### src/rtl/ordbuf_pkg.sv
package ordbuf_pkg;
  typedef enum logic [1:0] {
    KIND_LOAD  = 2'd0,
    KIND_STORE = 2'd1,
    KIND_FENCE = 2'd2,
    KIND_EOK   = 2'd3
  } op_kind_e;
endpackage

### src/rtl/ob_ptrs.sv
module ob_ptrs #(
  parameter int SEQ_W = 8,
  parameter int DEPTH = 16,
  localparam int CNT_W = $clog2(DEPTH + 1)
) (
  input  logic             clk,
  input  logic             rst,
  input  logic             push,
  input  logic             pop,
  output logic [SEQ_W-1:0] head_seq,
  output logic [SEQ_W-1:0] tail_seq,
  output logic [CNT_W-1:0] occ,
  output logic             full,
  output logic             empty
);
  always_ff @(posedge clk) begin
    if (rst) begin
      head_seq <= '0;
      tail_seq <= '0;
      occ      <= '0;
    end else begin
      if (push) tail_seq <= tail_seq + 1'b1;
      if (pop)  head_seq <= head_seq + 1'b1;
      case ({push, pop})
        2'b10:   occ <= occ + 1'b1;
        2'b01:   occ <= occ - 1'b1;
        default: occ <= occ;
      endcase
    end
  end

  assign full  = (occ == CNT_W'(DEPTH));
  assign empty = (occ == '0);
endmodule

### src/rtl/ob_done_flags.sv
module ob_done_flags #(
  parameter int DEPTH = 16,
  localparam int IDX_W = $clog2(DEPTH)
) (
  input  logic             clk,
  input  logic             rst,
  input  logic             alloc_en,
  input  logic [IDX_W-1:0] alloc_idx,
  input  logic             alloc_done,
  input  logic             mark_en,
  input  logic [IDX_W-1:0] mark_idx,
  output logic [DEPTH-1:0] done_vec
);
  for (genvar i = 0; i < DEPTH; i++) begin : g_slot
    always_ff @(posedge clk) begin
      if (rst) begin
        done_vec[i] <= 1'b0;
      end else if (alloc_en && (alloc_idx == IDX_W'(i))) begin
        done_vec[i] <= alloc_done;
      end else if (mark_en && (mark_idx == IDX_W'(i))) begin
        done_vec[i] <= 1'b1;
      end
    end
  end
endmodule

### src/rtl/ob_kind_ram.sv
module ob_kind_ram #(
  parameter int DEPTH = 16,
  parameter int W     = 2,
  localparam int IDX_W = $clog2(DEPTH)
) (
  input  logic             clk,
  input  logic             we,
  input  logic [IDX_W-1:0] waddr,
  input  logic [W-1:0]     wdata,
  input  logic [IDX_W-1:0] raddr,
  output logic [W-1:0]     rdata
);
  logic [W-1:0] mem [DEPTH];

  always_ff @(posedge clk) begin
    if (we) mem[waddr] <= wdata;
  end

  assign rdata = mem[raddr];
endmodule

### src/rtl/ordbuf_cmpl.sv
module ordbuf_cmpl
  import ordbuf_pkg::*;
#(
  parameter int SEQ_W = 8,
  parameter int DEPTH = 16
) (
  input  logic             clk,
  input  logic             rst,
  input  logic             iss_valid,
  output logic             iss_ready,
  input  logic [SEQ_W-1:0] iss_seq,
  input  logic [1:0]       iss_kind,
  input  logic             iss_nolanes,
  input  logic             rsp_valid,
  input  logic [SEQ_W-1:0] rsp_seq,
  output logic             rsp_err,
  output logic             ret_valid,
  input  logic             wb_rdy,
  output logic [SEQ_W-1:0] ret_seq,
  output logic [1:0]       ret_kind
);
  localparam int IDX_W = $clog2(DEPTH);
  localparam int CNT_W = $clog2(DEPTH + 1);

  logic [SEQ_W-1:0] head_seq, tail_seq;
  logic [CNT_W-1:0] occ;
  logic             full, empty;
  logic [DEPTH-1:0] done_vec;

  op_kind_e kind;
  logic     is_eok, alloc, alloc_done;
  logic     ret_fire;

  assign kind   = op_kind_e'(iss_kind);
  assign is_eok = (kind == KIND_EOK);

  // issue side: end-of-kernel always passes, others need room and the right tag
  assign iss_ready  = is_eok || (!full && (iss_seq == tail_seq));
  assign alloc      = iss_valid && iss_ready && !is_eok;
  assign alloc_done = iss_nolanes && ((kind == KIND_LOAD) || (kind == KIND_STORE));

  // response side: tag must lie in [head, head+occ) and slot must be pending
  logic [SEQ_W-1:0] rsp_dist;
  logic [IDX_W-1:0] rsp_idx;
  logic             rsp_in_win, rsp_ok;

  assign rsp_dist   = rsp_seq - head_seq;
  assign rsp_idx    = rsp_seq[IDX_W-1:0];
  assign rsp_in_win = (rsp_dist < SEQ_W'(occ));
  assign rsp_ok     = rsp_in_win && !done_vec[rsp_idx];

  always_ff @(posedge clk) begin
    if (rst) rsp_err <= 1'b0;
    else     rsp_err <= rsp_valid && !rsp_ok;
  end

  // retire side
  logic [IDX_W-1:0] head_idx;
  assign head_idx  = head_seq[IDX_W-1:0];
  assign ret_valid = !empty && done_vec[head_idx];
  assign ret_fire  = ret_valid && wb_rdy;
  assign ret_seq   = head_seq;

  ob_ptrs #(.SEQ_W(SEQ_W), .DEPTH(DEPTH)) ptrs_i (
    .clk      (clk),
    .rst      (rst),
    .push     (alloc),
    .pop      (ret_fire),
    .head_seq (head_seq),
    .tail_seq (tail_seq),
    .occ      (occ),
    .full     (full),
    .empty    (empty)
  );

  ob_done_flags #(.DEPTH(DEPTH)) flags_i (
    .clk        (clk),
    .rst        (rst),
    .alloc_en   (alloc),
    .alloc_idx  (iss_seq[IDX_W-1:0]),
    .alloc_done (alloc_done),
    .mark_en    (rsp_valid && rsp_ok),
    .mark_idx   (rsp_idx),
    .done_vec   (done_vec)
  );

  ob_kind_ram #(.DEPTH(DEPTH), .W(2)) kinds_i (
    .clk   (clk),
    .we    (alloc),
    .waddr (iss_seq[IDX_W-1:0]),
    .wdata (iss_kind),
    .raddr (head_idx),
    .rdata (ret_kind)
  );
endmodule

### config.mk
export PLATFORM = sky130hd
export DESIGN_NAME = ordbuf_cmpl
export DESIGN_NICKNAME = d
export VERILOG_FILES = /design/src/rtl/ordbuf_pkg.sv /design/src/rtl/ob_ptrs.sv /design/src/rtl/ob_done_flags.sv /design/src/rtl/ob_kind_ram.sv /design/src/rtl/ordbuf_cmpl.sv
export SDC_FILE = /design/constraint.sdc
export NUM_CORES = 1
export LEC_CHECK = 0
export ABC_AREA = 1
export BUFFER_PORTS_ARGS = -buffer_cell sky130_fd_sc_hd__buf_4
export CAP_MARGIN = 20
export CORE_ASPECT_RATIO = 1.5
export CORE_MARGIN = 2
export CORE_UTILIZATION = 55
export DETAILED_ROUTE_END_ITERATION = 8
export GPL_TIMING_DRIVEN = 0
export HOLD_SLACK_MARGIN = 0.06
export PLACE_DENSITY = 0.77
export SLEW_MARGIN = 20
export SYNTH_ARGS = -nofsm -noshare
export SYNTH_HDL_FRONTEND = slang
export SYNTH_HIERARCHICAL = 1
export SYNTH_SLANG_ARGS = --single-unit
### constraint.sdc
create_clock -name clk -period 2.6 [get_ports clk]
set_input_delay 0.52 -clock clk [delete_from_list [all_inputs] [get_ports clk]]
set_output_delay 0.52 -clock clk [all_outputs]
set_load 0.01 [all_outputs]
==> results of run 1 <==
==> metrics by stage <==
step,worst slack [ps],std cells,total power [mW]
CTS,1.69,853,2.79
finish,-42.0,868,2.81
detailed placement,-506,830,1.40
global placement,-491,830,1.39
floorplan,20.6,687,1.31
global route,-185,868,2.90
==> what timing repair did <==
item | CTS | global route
cloned | 0 | 0
setup endpoints to repair | 20 | 20
buffers inserted | 7 | 16
hold endpoints to repair | 0 | 0
resized for setup | 27 | 55
pin swaps | 10 | 26
==> kinds of logic after synthesis <==
| kind of cell | Yosys count |
|---|---|
| flops | 70 |
| compound gates | 51 |
| fa+ha+maj | 19 |
| simple gates | 397 |
| buf+inv | 140 |
| xor+xnor | 10 |
==> worst max path at each step <==
stage | slack, ps | from | cells past startpoint | endpoint
final | -40 | ptrs_i/head_seq[0]$_SDFFE_PP0P_ | 14 | flags_i/done_vec[10]$_SDFFE_PP0P_
after global routing | -180 | ptrs_i/head_seq[0]$_SDFFE_PP0P_ | 17 | ptrs_i/occ[4]$_SDFFE_PP0P_
after CTS | 2 | ptrs_i/head_seq[1]$_SDFFE_PP0P_ | 17 | flags_i/done_vec[10]$_SDFFE_PP0P_
after detailed placement | -510 | iss_seq[3] | 20 | ptrs_i/occ[4]$_SDFFE_PP0P_
after global placement | -490 | iss_seq[3] | 20 | ptrs_i/occ[4]$_SDFFE_PP0P_
after floorplan | 20 | ptrs_i/head_seq[1]$_SDFFE_PP0P_ | 16 | flags_i/done_vec[10]$_SDFFE_PP0P_
==> registers in the layout, summed over array words and instances, names as in the netlist <==
name,cells
rsp_err,1
ptrs_i/head_seq,8
ptrs_i/tail_seq,8
ptrs_i/occ,5
kinds_i/mem,32
flags_i/done_vec,16
==> cells in the final DEF (no fill, tap or decap), drive strengths merged <==
master  Yosys  final
nand2     179    179
o21ai      13     13
nand3b      4      4
and3        1      1
buf        14     72
nor3        9      9
a22o        1      1
ha         18     18
o22ai       1      1
fa          1      1
or2         4      4
xor2        8      8
a31oi       1      1
inv       124    124
nor2      111    111
clkinv      2      6
a21oi      23     23
bufinv      0      3
edfxtp     32     32
o211ai      5      5
nand4      11     11
dfxtp      38     38
nor4        1      1
xnor2       2      2
o21bai      7      7
nand3      77     77
clkbuf      0      9
==> final cells by class <==
class	instances	share of cell area
Tap cell	107	0.0227
Inverter	126	0.0820
Multi-Input combinational cell	477	0.445
Clock buffer	9	0.0382
Timing Repair Buffer	59	0.0786
Clock inverter	7	0.0191
Sequential cell	70	0.297
Buffer	13	0.0172
==> report_power, final <==
| part | switching [mW] | total [mW] | internal (mW) |
|---|---|---|---|
| clock | 0.472 | 1.40 | 0.931 |
| combinational | 0.162 | 0.263 | 0.101 |
| sequential | 0.00109 | 1.15 | 1.15 |
==> routing by layer <==
layer / global-route usage / up-vias
met4: 0.171 / 0
met2: 0.498 / 163
met5: 0 / -
li1: - / 2316
met3: 0.0410 / 48
met1: 0.273 / 2140
==> critical path, stage by stage, from the launching register on <==
cell,delay (ps)
dfxtp_4,410
ha_4,140
inv_1,60
fa_2,570
ha_4,200
a21oi_2,120
o21ai_1,80
nand2_2,100
nand3_4,80
nor3_4,210
buf_12,170
nand3_4,90
o21bai_1,150
nor2_1,70
nor2_1,120
==> impl_metrics.csv, run 1 <==
group,metric,value,unit
floorplan,die_area,0.00923,sq mm
critical_path,arrival,2910,ps
timing,slew_headroom,0.747,
pwr,leakage,2.62,nW
floorplan,core_area,0.00831,sq mm
final_layout,multi_input_area,0.00262,sq mm
status,violations,"negative setup slack",
detailed_routing,first_iter_violations,301,
final_layout,fin_util,0.709,
clock_tree,clk_latency,340,ps
detailed_routing,ant_nets,0,
critical_path,worst-setup-path-type,"reg -> reg",
synthesis,synth_top_cells_by_count,"nand2_1, inv_1, nor2_1",
detailed_routing,dr_wl_met2,6670,microns
critical_path,r2r-end,"flags_i/done_vec[10]$_SDFFE_PP0P_",
synthesis,synth_top_family_by_area,"simple AND/OR/NAND/NOR gates",
synthesis,synth-edff-count,32,
timing,final_hold_viol_count,0,
final_layout,syn_to_final_growth,26.5,%
worst_hold_path,worstHoldEndpoint,"rsp_err$_SDFF_PP0_",
detailed_routing,vias_per_cell,5.38,
worst_hold_path,hold_path.class,"in -> reg",
place,dp_hpwl,8860,microns
timing,skew,7.51,ps
final_layout,regArea,0.00175,sq mm
final_layout,layout-drive-gt1-share,0.222,
synthesis,synth_area_leader_cell,"edfxtp_1",
critical_path,regToRegSetupSlack,-40,ps
floorplan,rows,41,
place,post_dp_cell_area,0.00507,sq mm
critical_path,required,2870,ps
final_layout,antenna_cells,0,
pwr,peakVddDrop,0.365,mV
clock_tree,cts_tree,"yes",
detailed_routing,routed_wl,12500,microns
detailed_routing,wl_per_cell,14.4,microns
worst_hold_path,min_from,"rst",
floorplan,fp.dieW,79.1,microns
critical_path,startpoint_type,"flop",
clock_tree,cts-root-buf,"clkbuf_16",
synthesis,avgSynthCellArea,6.78,sq um
synthesis,synthArstFlopShare,0,
timing,slew_viol_final,0,
pwr,power_density,478,mW/mm^2
clock_tree,ctsHoldBuffers,0,
synthesis,synth_fa_ha_area_frac,0.0527,
detailed_routing,vias,4667,
global_route,grt-ovfl-total,0,
detailed_routing,top_layer,"met4",
critical_path,reg2regPathDepth,14,
status,outcome,"finished, violations left",
place,io_buffers,36,
global_route,antenna_found_initial,0,
final_layout,fin_nets,799,
synthesis,synth_flop_cell,"dfxtp_1",
timing,finalCritPeriodShare,1.02,
timing,setup_slack,-42.0,ps
timing,tightest_slew,379,ps
worst_hold_path,holdPathStages,3,
synthesis,synth_cell_types,37,
synthesis,ys_seq_area_frac,0.370,
synthesis,synthMuxAreaShare,0,
synthesis,synth_nets,730,
clock_tree,path_clk_slew,60,ps
clock_tree,clock_path_buffers,2,
global_route,grt_pass1_vias,4134,
synthesis,syn_inst,687,
synthesis,yosys_warnings,6,
timing,grt_setup_unrepaired,"yes",
floorplan,fp.dieH,117,microns
final_layout,finalInstanceArea,0.00589,sq mm
place,place.gp.congestion,1.02,
synthesis,synthTopCellsByArea,"edfxtp_1, dfxtp_1, nand2_1",
global_route,grt_max_degree,19,
timing,max_freq,379,MHz
flow_run,maxCapViolCount,0,
timing,final.setup.tns,-51.1,ps
detailed_routing,drc,0,
synthesis,netlist_area,0.00465,sq mm
clock_tree,cts_made_buffers,9,
synthesis,yosys_register_bits,70,
synthesis,synthSimpleGateAreaFrac,0.372,
synthesis,synth.most_common_cell,"nand2_1",
critical_path,regToRegStartpoint,"ptrs_i/head_seq[0]$_SDFFE_PP0P_",
critical_path,critPathCaptureType,"flop",
clock_tree,cts.sinks,70,
detailed_routing,met3WireLength,548,microns
timing,setup_viol,3,
clock_tree,h-tree-depth,3,
synthesis,synth_xor_area_frac,0.0188,
critical_path,path_max_fanout,7,
floorplan,ioPinCount,37,
floorplan,start_util,0.560,
synthesis,synth_compound_area_frac,0.0626,
timing,hold_ws,466,ps
detailed_routing,wl_met1,4550,microns
final_layout,fillerInstances,646,
global_route,grt_pass1_wl,18800,microns
timing,fin_crit,2640,ps
global_route,track_usage,0.267,
synthesis,netlist.area_leader.share,0.206,
detailed_routing,drt-pass1-iter-count,5,
(Power assumes the default switching activity.)
==> inputs of run 2 (changes only) <==
--- a/config.mk
+++ b/config.mk
@@ -6,7 +6,7 @@
 export NUM_CORES = 1
 export LEC_CHECK = 0
 export ABC_AREA = 1
-export BUFFER_PORTS_ARGS = -buffer_cell sky130_fd_sc_hd__buf_4
+export BUFFER_PORTS_ARGS = -buffer_cell sky130_fd_sc_hd__buf_2
 export CAP_MARGIN = 20
 export CORE_ASPECT_RATIO = 1.5
 export CORE_MARGIN = 2
@@ -15,6 +15,7 @@
 export GPL_TIMING_DRIVEN = 0
 export HOLD_SLACK_MARGIN = 0.06
 export PLACE_DENSITY = 0.77
+export SETUP_SLACK_MARGIN = 0.05
 export SLEW_MARGIN = 20
 export SYNTH_ARGS = -nofsm -noshare
 export SYNTH_HDL_FRONTEND = slang
==> run 2 against run 1 <==
The flow now finishes without violations. Wire length is 1.2% lower. Clock-buffer cell count is 3 higher. Register-to-register slack better by 80 ps. Non-clock buffer count is 1 lower. Final cell count is 0.12% lower. Critical path type is now in -> reg. Highest routed layer unchanged.
==> impl_metrics.csv, run 2 (synthesis gave the netlist of run 1 again) <==
group,metric,value,unit
floorplan,core_area,0.00831,sq mm
critical_path,slowest_stage,"ha_1",
floorplan,die_area,0.00923,sq mm
place,dp.cells,830,
global_route,antenna_found_initial,0,
clock_tree,clk_latency,330,ps
critical_path,critPathMaxStageDelay,310,ps
timing,skew,7.44,ps
final_layout,syn_to_final_growth,21.8,%
pwr,peakVddDrop,0.352,mV
detailed_routing,wl_per_cell,14.2,microns
timing,setup_viol,0,
place,io_buffers,36,
final_layout,fin_nets,798,
pwr,switching_share,0.228,
pwr,p_sw,0.592,mW
pwr,leakage,2.56,nW
global_route,grt_pass1_wl,18700,microns
clock_tree,path_clk_slew,50,ps
clock_tree,h-tree-depth,3,
detailed_routing,vias_per_cell,5.24,
status,outcome,"completed",
floorplan,start_util,0.560,
timing,final_hold_viol_count,0,
timing,max_freq,389,MHz
timing,fin_crit,2570,ps
clock_tree,cts_tree,"yes",
timing,grt_setup_unrepaired,"yes",
global_route,track_usage,0.265,
final_layout,largest_register_ffs,32,
global_route,grt-ovfl-total,0,
detailed_routing,drt-pass1-iter-count,5,
clock_tree,clock_path_buffers,2,
worst_hold_path,hold_path.class,"reg -> reg",
final_layout,final_cell_mix,"nand2_1, inv_1, nor2_1",
place,place.gp.congestion,0.890,
final_layout,top_register,"kinds_i/mem",
final_layout,antenna_cells,0,
timing,tightest_slew,422,ps
detailed_routing,ant_nets,0,
place,dp_hpwl,8950,microns
detailed_routing,first_iter_violations,281,
critical_path,worst-setup-path-type,"in -> reg",
clock_tree,cts_made_buffers,9,
final_layout,top_regs,"kinds_i/mem: 32 flops, flags_i/done_vec: 16 flops",
timing,slew_viol_final,0,
pwr,p_total,2.59,mW
clock_tree,cts-root-buf,"clkbuf_16",
detailed_routing,vias,4539,
clock_tree,cts.sinks,70,
detailed_routing,drc,0,
critical_path,critPathCaptureType,"flop",
final_layout,fillerInstances,702,
detailed_routing,routed_wl,12300,microns
pwr,combPwrFrac,0.095,
timing,finalCritPeriodShare,0.989,
pwr,clock_power_share,0.462,
floorplan,fp.dieW,79.1,microns
flow_run,maxCapViolCount,0,
critical_path,arrival,2840,ps
critical_path,path_max_fanout,7,
critical_path,startpoint_type,"primary input",
floorplan,ioPinCount,37,
floorplan,fp.dieH,117,microns
pwr,internal-power,2.00,mW
critical_path,regToRegSetupSlack,40,ps
global_route,grt_pass1_vias,4216,
final_layout,layoutNonFillerInstCount,867,
critical_path,path_cells,"buf_2 > ha_4 > nand2_2 > nand2_2 > inv_2 > nand2_4 > xor2_2 > ha_1 > a21oi_2 > o21ai_1 > nand2_1 > nand3_2 > nor3_4 > buf_6 > buf_6 > nand3_4 > nor2_2 > nor2_1 > a21oi_1",
pwr,seqPwrFrac,0.442,
floorplan,rows,41,
final_layout,layout-drive-gt1-share,0.213,
global_route,grt_max_degree,19,
timing,slew_headroom,0.719,
critical_path,required,2860,ps
pwr,power_density,457,mW/mm^2
final_layout,final_common_cell,"nand2_1",
run 2: cell types whose count changed in the layout (fill, tap and decap cells not counted), sizes merged:
cell	delta
clkbuf	+3
bufinv	-2
clkinv	-2
buf	-1
clkinvlp	+1
run 2: layer usage:
metal | GRT usage | part of all wire | vias up
li1 | - | - | 2302
met1 | 0.254 | 0.36 | 2090
met2 | 0.515 | 0.56 | 111
met3 | 0.0487 | 0.036 | 36
met4 | 0.159 | 0.039 | 0
met5 | 0 | 0 | -
run 2: path summary, 6_finish.rpt:
| kind | to | cells after the start | from |
|---|---|---|---|
| hold / removal | ptrs_i/tail_seq[0]$_SDFFE_PP0P_ | 1 | ptrs_i/tail_seq[0]$_SDFFE_PP0P_ |
| setup / recovery | flags_i/done_vec[7]$_SDFFE_PP0P_ | 19 | rsp_seq[2] |
| setup reg to reg | flags_i/done_vec[7]$_SDFFE_PP0P_ | 19 | ptrs_i/head_seq[2]$_SDFFE_PP0P_ |
| hold reg to reg | ptrs_i/tail_seq[0]$_SDFFE_PP0P_ | 1 | ptrs_i/tail_seq[0]$_SDFFE_PP0P_ |
run 2: repair_timing:
| action | CTS | global route |
|---|---|---|
| hold endpoints to repair | 0 | 0 |
| gates cloned | 0 | 1 |
| setup endpoints to repair | 20 | 18 |
| hold buffers | 0 | 0 |
| resized for setup | 46 | 25 |
| buffers inserted | 11 | 10 |
| pin swaps | 20 | 26 |
run 2: per-stage QoR:
stage	utilization	TNS [ps]	setup slack (ps)	cell area (sq um)	hold slack, ps
6_report	0.682	0	28.1	5670	485
5_1_grt	0.682	-1170	-126	5670	487
4_1_cts	0.664	-7.56	-7.56	5520	485
3_5_place_dp	0.600	-9030	-582	4990	509
3_3_place_gp	0.600	-7820	-474	4990	506
2_1_floorplan	-	0	95.0	4670	475
run 2: power by group through the flow:
stage	sequential (mW)	clock, mW	combinational (mW)
2_1_floorplan	1.18	0	0.133
3_3_place_gp	1.18	0	0.207
3_5_place_dp	1.18	0	0.211
4_1_cts	1.15	1.22	0.233
5_1_grt	1.15	1.26	0.273
6_report	1.15	1.20	0.247
run 2: area by class of cell:
type	instances	area (sq um)	share of cell area
multi-input combinational	477	2540	0.449
tap	107	134	0.0236
sequential	70	1750	0.308
buffer	13	97.6	0.0172
clock inverter	4	47.5	0.00838
inverter	126	483	0.0852
timing repair buffer	58	370	0.0653
clock buffer	12	246	0.0435
run 2: critical path, delay by kind of cell:
family                     cells  cell delay (ps)
adders and majority gates      2              560
buffers and inverters          4              510
and+or+nand+nor                9              760
xor gates and xnor gates       1              140
AOI/OAI and AO/OA              3              340
==> inputs of run 3 (changes only) <==
--- a/config.mk
+++ b/config.mk
@@ -6,15 +6,15 @@
 export NUM_CORES = 1
 export LEC_CHECK = 0
 export ABC_AREA = 1
-export BUFFER_PORTS_ARGS = -buffer_cell sky130_fd_sc_hd__buf_2
 export CAP_MARGIN = 20
 export CORE_ASPECT_RATIO = 1.5
 export CORE_MARGIN = 2
 export CORE_UTILIZATION = 55
 export DETAILED_ROUTE_END_ITERATION = 8
+export DONT_BUFFER_PORTS = 1
 export GPL_TIMING_DRIVEN = 0
 export HOLD_SLACK_MARGIN = 0.06
-export PLACE_DENSITY = 0.77
+export PLACE_DENSITY = 0.73
 export SETUP_SLACK_MARGIN = 0.05
 export SLEW_MARGIN = 20
 export SYNTH_ARGS = -nofsm -noshare
==> run 3 against run 2 <==
The flow now finishes with violations (negative setup slack). Critical path depth down 1. Cell area decreased by 2.8%. First-iteration DRC count is 12% higher. Clock skew down 0.67 ps. Utilization is 1.9 points lower. Clock power about the same. Clock-buffer cell count grew 2. Sequential share of layout area grew 0.79 points. Highest routed layer unchanged.
==> impl_metrics.csv, run 3 (synthesis gave the netlist of run 1 again) <==
group,metric,value,unit
status,outcome,"finished, violations left",
status,violations,"negative setup slack",
clock_tree,cts_made_buffers,9,
timing,slew_headroom,0.698,
global_route,grt-ovfl-total,0,
flow_run,maxCapViolCount,0,
place,place.gp.congestion,0.946,
pwr,seqPwrFrac,0.454,
timing,finalCritPeriodShare,1.02,
floorplan,core_area,0.00831,sq mm
floorplan,ioPinCount,37,
final_layout,top_register,"kinds_i/mem",
critical_path,path_max_fanout,8,
clock_tree,cts.sinks,70,
floorplan,fp.dieH,117,microns
global_route,antenna_found_initial,0,
final_layout,syn_to_final_growth,18.4,%
detailed_routing,drt-pass1-iter-count,5,
clock_tree,clock_path_buffers,2,
detailed_routing,routed_wl,12500,microns
critical_path,arrival,2900,ps
clock_tree,ctsHoldBuffers,0,
detailed_routing,drc,0,
global_route,track_usage,0.278,
pwr,power_density,459,mW/mm^2
pwr,internal-power,1.97,mW
critical_path,worst-setup-path-type,"reg -> reg",
pwr,p_sw,0.558,mW
timing,setup_slack,-39.0,ps
final_layout,top_regs,"kinds_i/mem: 32 flops, flags_i/done_vec: 16 flops",
timing,final_hold_viol_count,0,
place,dp_hpwl,9150,microns
detailed_routing,ant_nets,0,
final_layout,layoutNonFillerInstCount,826,
final_layout,final_common_cell,"nand2_1",
final_layout,fin_util,0.663,
floorplan,start_util,0.560,
clock_tree,cts_tree,"yes",
final_layout,largest_register_ffs,32,
pwr,clock_power_share,0.469,
floorplan,rows,41,
timing,skew,6.77,ps
floorplan,fp.dieW,79.1,microns
place,dp.cells,794,
timing,setup_viol,7,
pwr,leakage,2.39,nW
final_layout,layout-drive-gt1-share,0.175,
timing,slew_viol_final,0,
final_layout,fin_nets,757,
clock_tree,clk_latency,330,ps
detailed_routing,first_iter_violations,314,
critical_path,critPathCaptureType,"flop",
clock_tree,h-tree-depth,3,
worst_hold_path,hold_path.class,"in -> reg",
detailed_routing,vias_per_cell,5.42,
timing,max_freq,379,MHz
clock_tree,cts-root-buf,"clkbuf_16",
final_layout,antenna_cells,0,
pwr,combPwrFrac,0.077,
global_route,grt_pass1_wl,19700,microns
place,dp_slack,-528,ps
pwr,p_total,2.53,mW
clock_tree,path_clk_slew,60,ps
timing,grt_setup_unrepaired,"yes",
pwr,peakVddDrop,0.359,mV
detailed_routing,wl_per_cell,15.1,microns
timing,tightest_slew,453,ps
place,io_buffers,0,
global_route,grt_max_degree,19,
critical_path,startpoint_type,"flop",
timing,final.setup.tns,-74.6,ps
floorplan,die_area,0.00923,sq mm
detailed_routing,vias,4474,
timing,fin_crit,2640,ps
pwr,switching_share,0.220,
critical_path,required,2860,ps
global_route,grt_pass1_vias,4358,
final_layout,final_cell_mix,"nand2_1, inv_1, nor2_1",
-- run 3: changes by cell type in the layout (fill, tap and decap cells not counted), moves of 5 or more --
cell,previous run,this run
buf_2,40,7
buf_4,22,14
nor2_4,6,12
nand3_4,1,6
nor2_1,88,83
-- run 3: worst max-delay path, stage by stage (launching register included) --
cell and delay, ps:
dfxtp_4 430, inv_4 60, ha_4 300, nand2_2 60, nand2_2 70, inv_2 40
nand2_4 60, xor2_2 140, ha_1 270, a21oi_2 140, o21ai_1 80, nand2_1 90
nand3_2 110, nor3_4 130, buf_6 180, nand3_4 110, nor2_1 130, nor2_1 50
a21oi_1 120
-- run 3: area by class of cell --
class,count,area [sq um]
fill,711,2800
multi-input combinational,477,2630
sequential,70,1740
inverter,126,480
clock buffer,14,285
tap,107,134
timing repair buffer,16,125
buffer,14,109
clock inverter,2,11.3
-- run 3: through the flow --
step	hold slack, ps	instance area [sq um]
2_1_floorplan	475	4670
3_3_place_gp	495	4810
3_5_place_dp	503	4810
4_1_cts	280	5330
5_1_grt	279	5510
6_report	287	5510
-- run 3: repair_timing --
| item | 4_1_cts | 5_1_grt |
|---|---|---|
| endpoints found under the hold margin | 0 | 0 |
| buffers inserted | 8 | 7 |
| pin swaps | 21 | 30 |
| gates cloned | 0 | 1 |
| gates resized for setup | 43 | 39 |
| setup endpoints to repair | 20 | 20 |
-- run 3: path summary, 6_finish.rpt --
| check | start | to | slack, ps | cells past startpoint |
|---|---|---|---|---|
| hold reg to reg | ptrs_i/tail_seq[0]$_SDFFE_PP0P_ | ptrs_i/tail_seq[0]$_SDFFE_PP0P_ | 470 | 1 |
| setup reg to reg | ptrs_i/head_seq[2]$_SDFFE_PP0P_ | flags_i/done_vec[15]$_SDFFE_PP0P_ | -40 | 18 |
| hold / removal | iss_kind[0] | kinds_i/mem[8][0]$_DFFE_PP_ | 290 | 0 |
| setup / recovery | ptrs_i/head_seq[2]$_SDFFE_PP0P_ | flags_i/done_vec[15]$_SDFFE_PP0P_ | -40 | 18 |
-- run 3: power by group through the flow --
stage	clock network [mW]	registers [mW]	logic, mW
6_report	1.19	1.15	0.195
4_1_cts	1.21	1.15	0.181
2_1_floorplan	0	1.18	0.133
3_5_place_dp	0	1.18	0.166
5_1_grt	1.25	1.15	0.217
3_3_place_gp	0	1.18	0.160
-- run 3: routing by layer --
metal  routed length [microns]  up-vias  global-route usage
li1                          -     2221                   -
met2                      6860      137               0.539
met4                       669        0               0.178
met1                      4410     2072               0.263
met3                       531       44              0.0502
met5                         0        -                   0
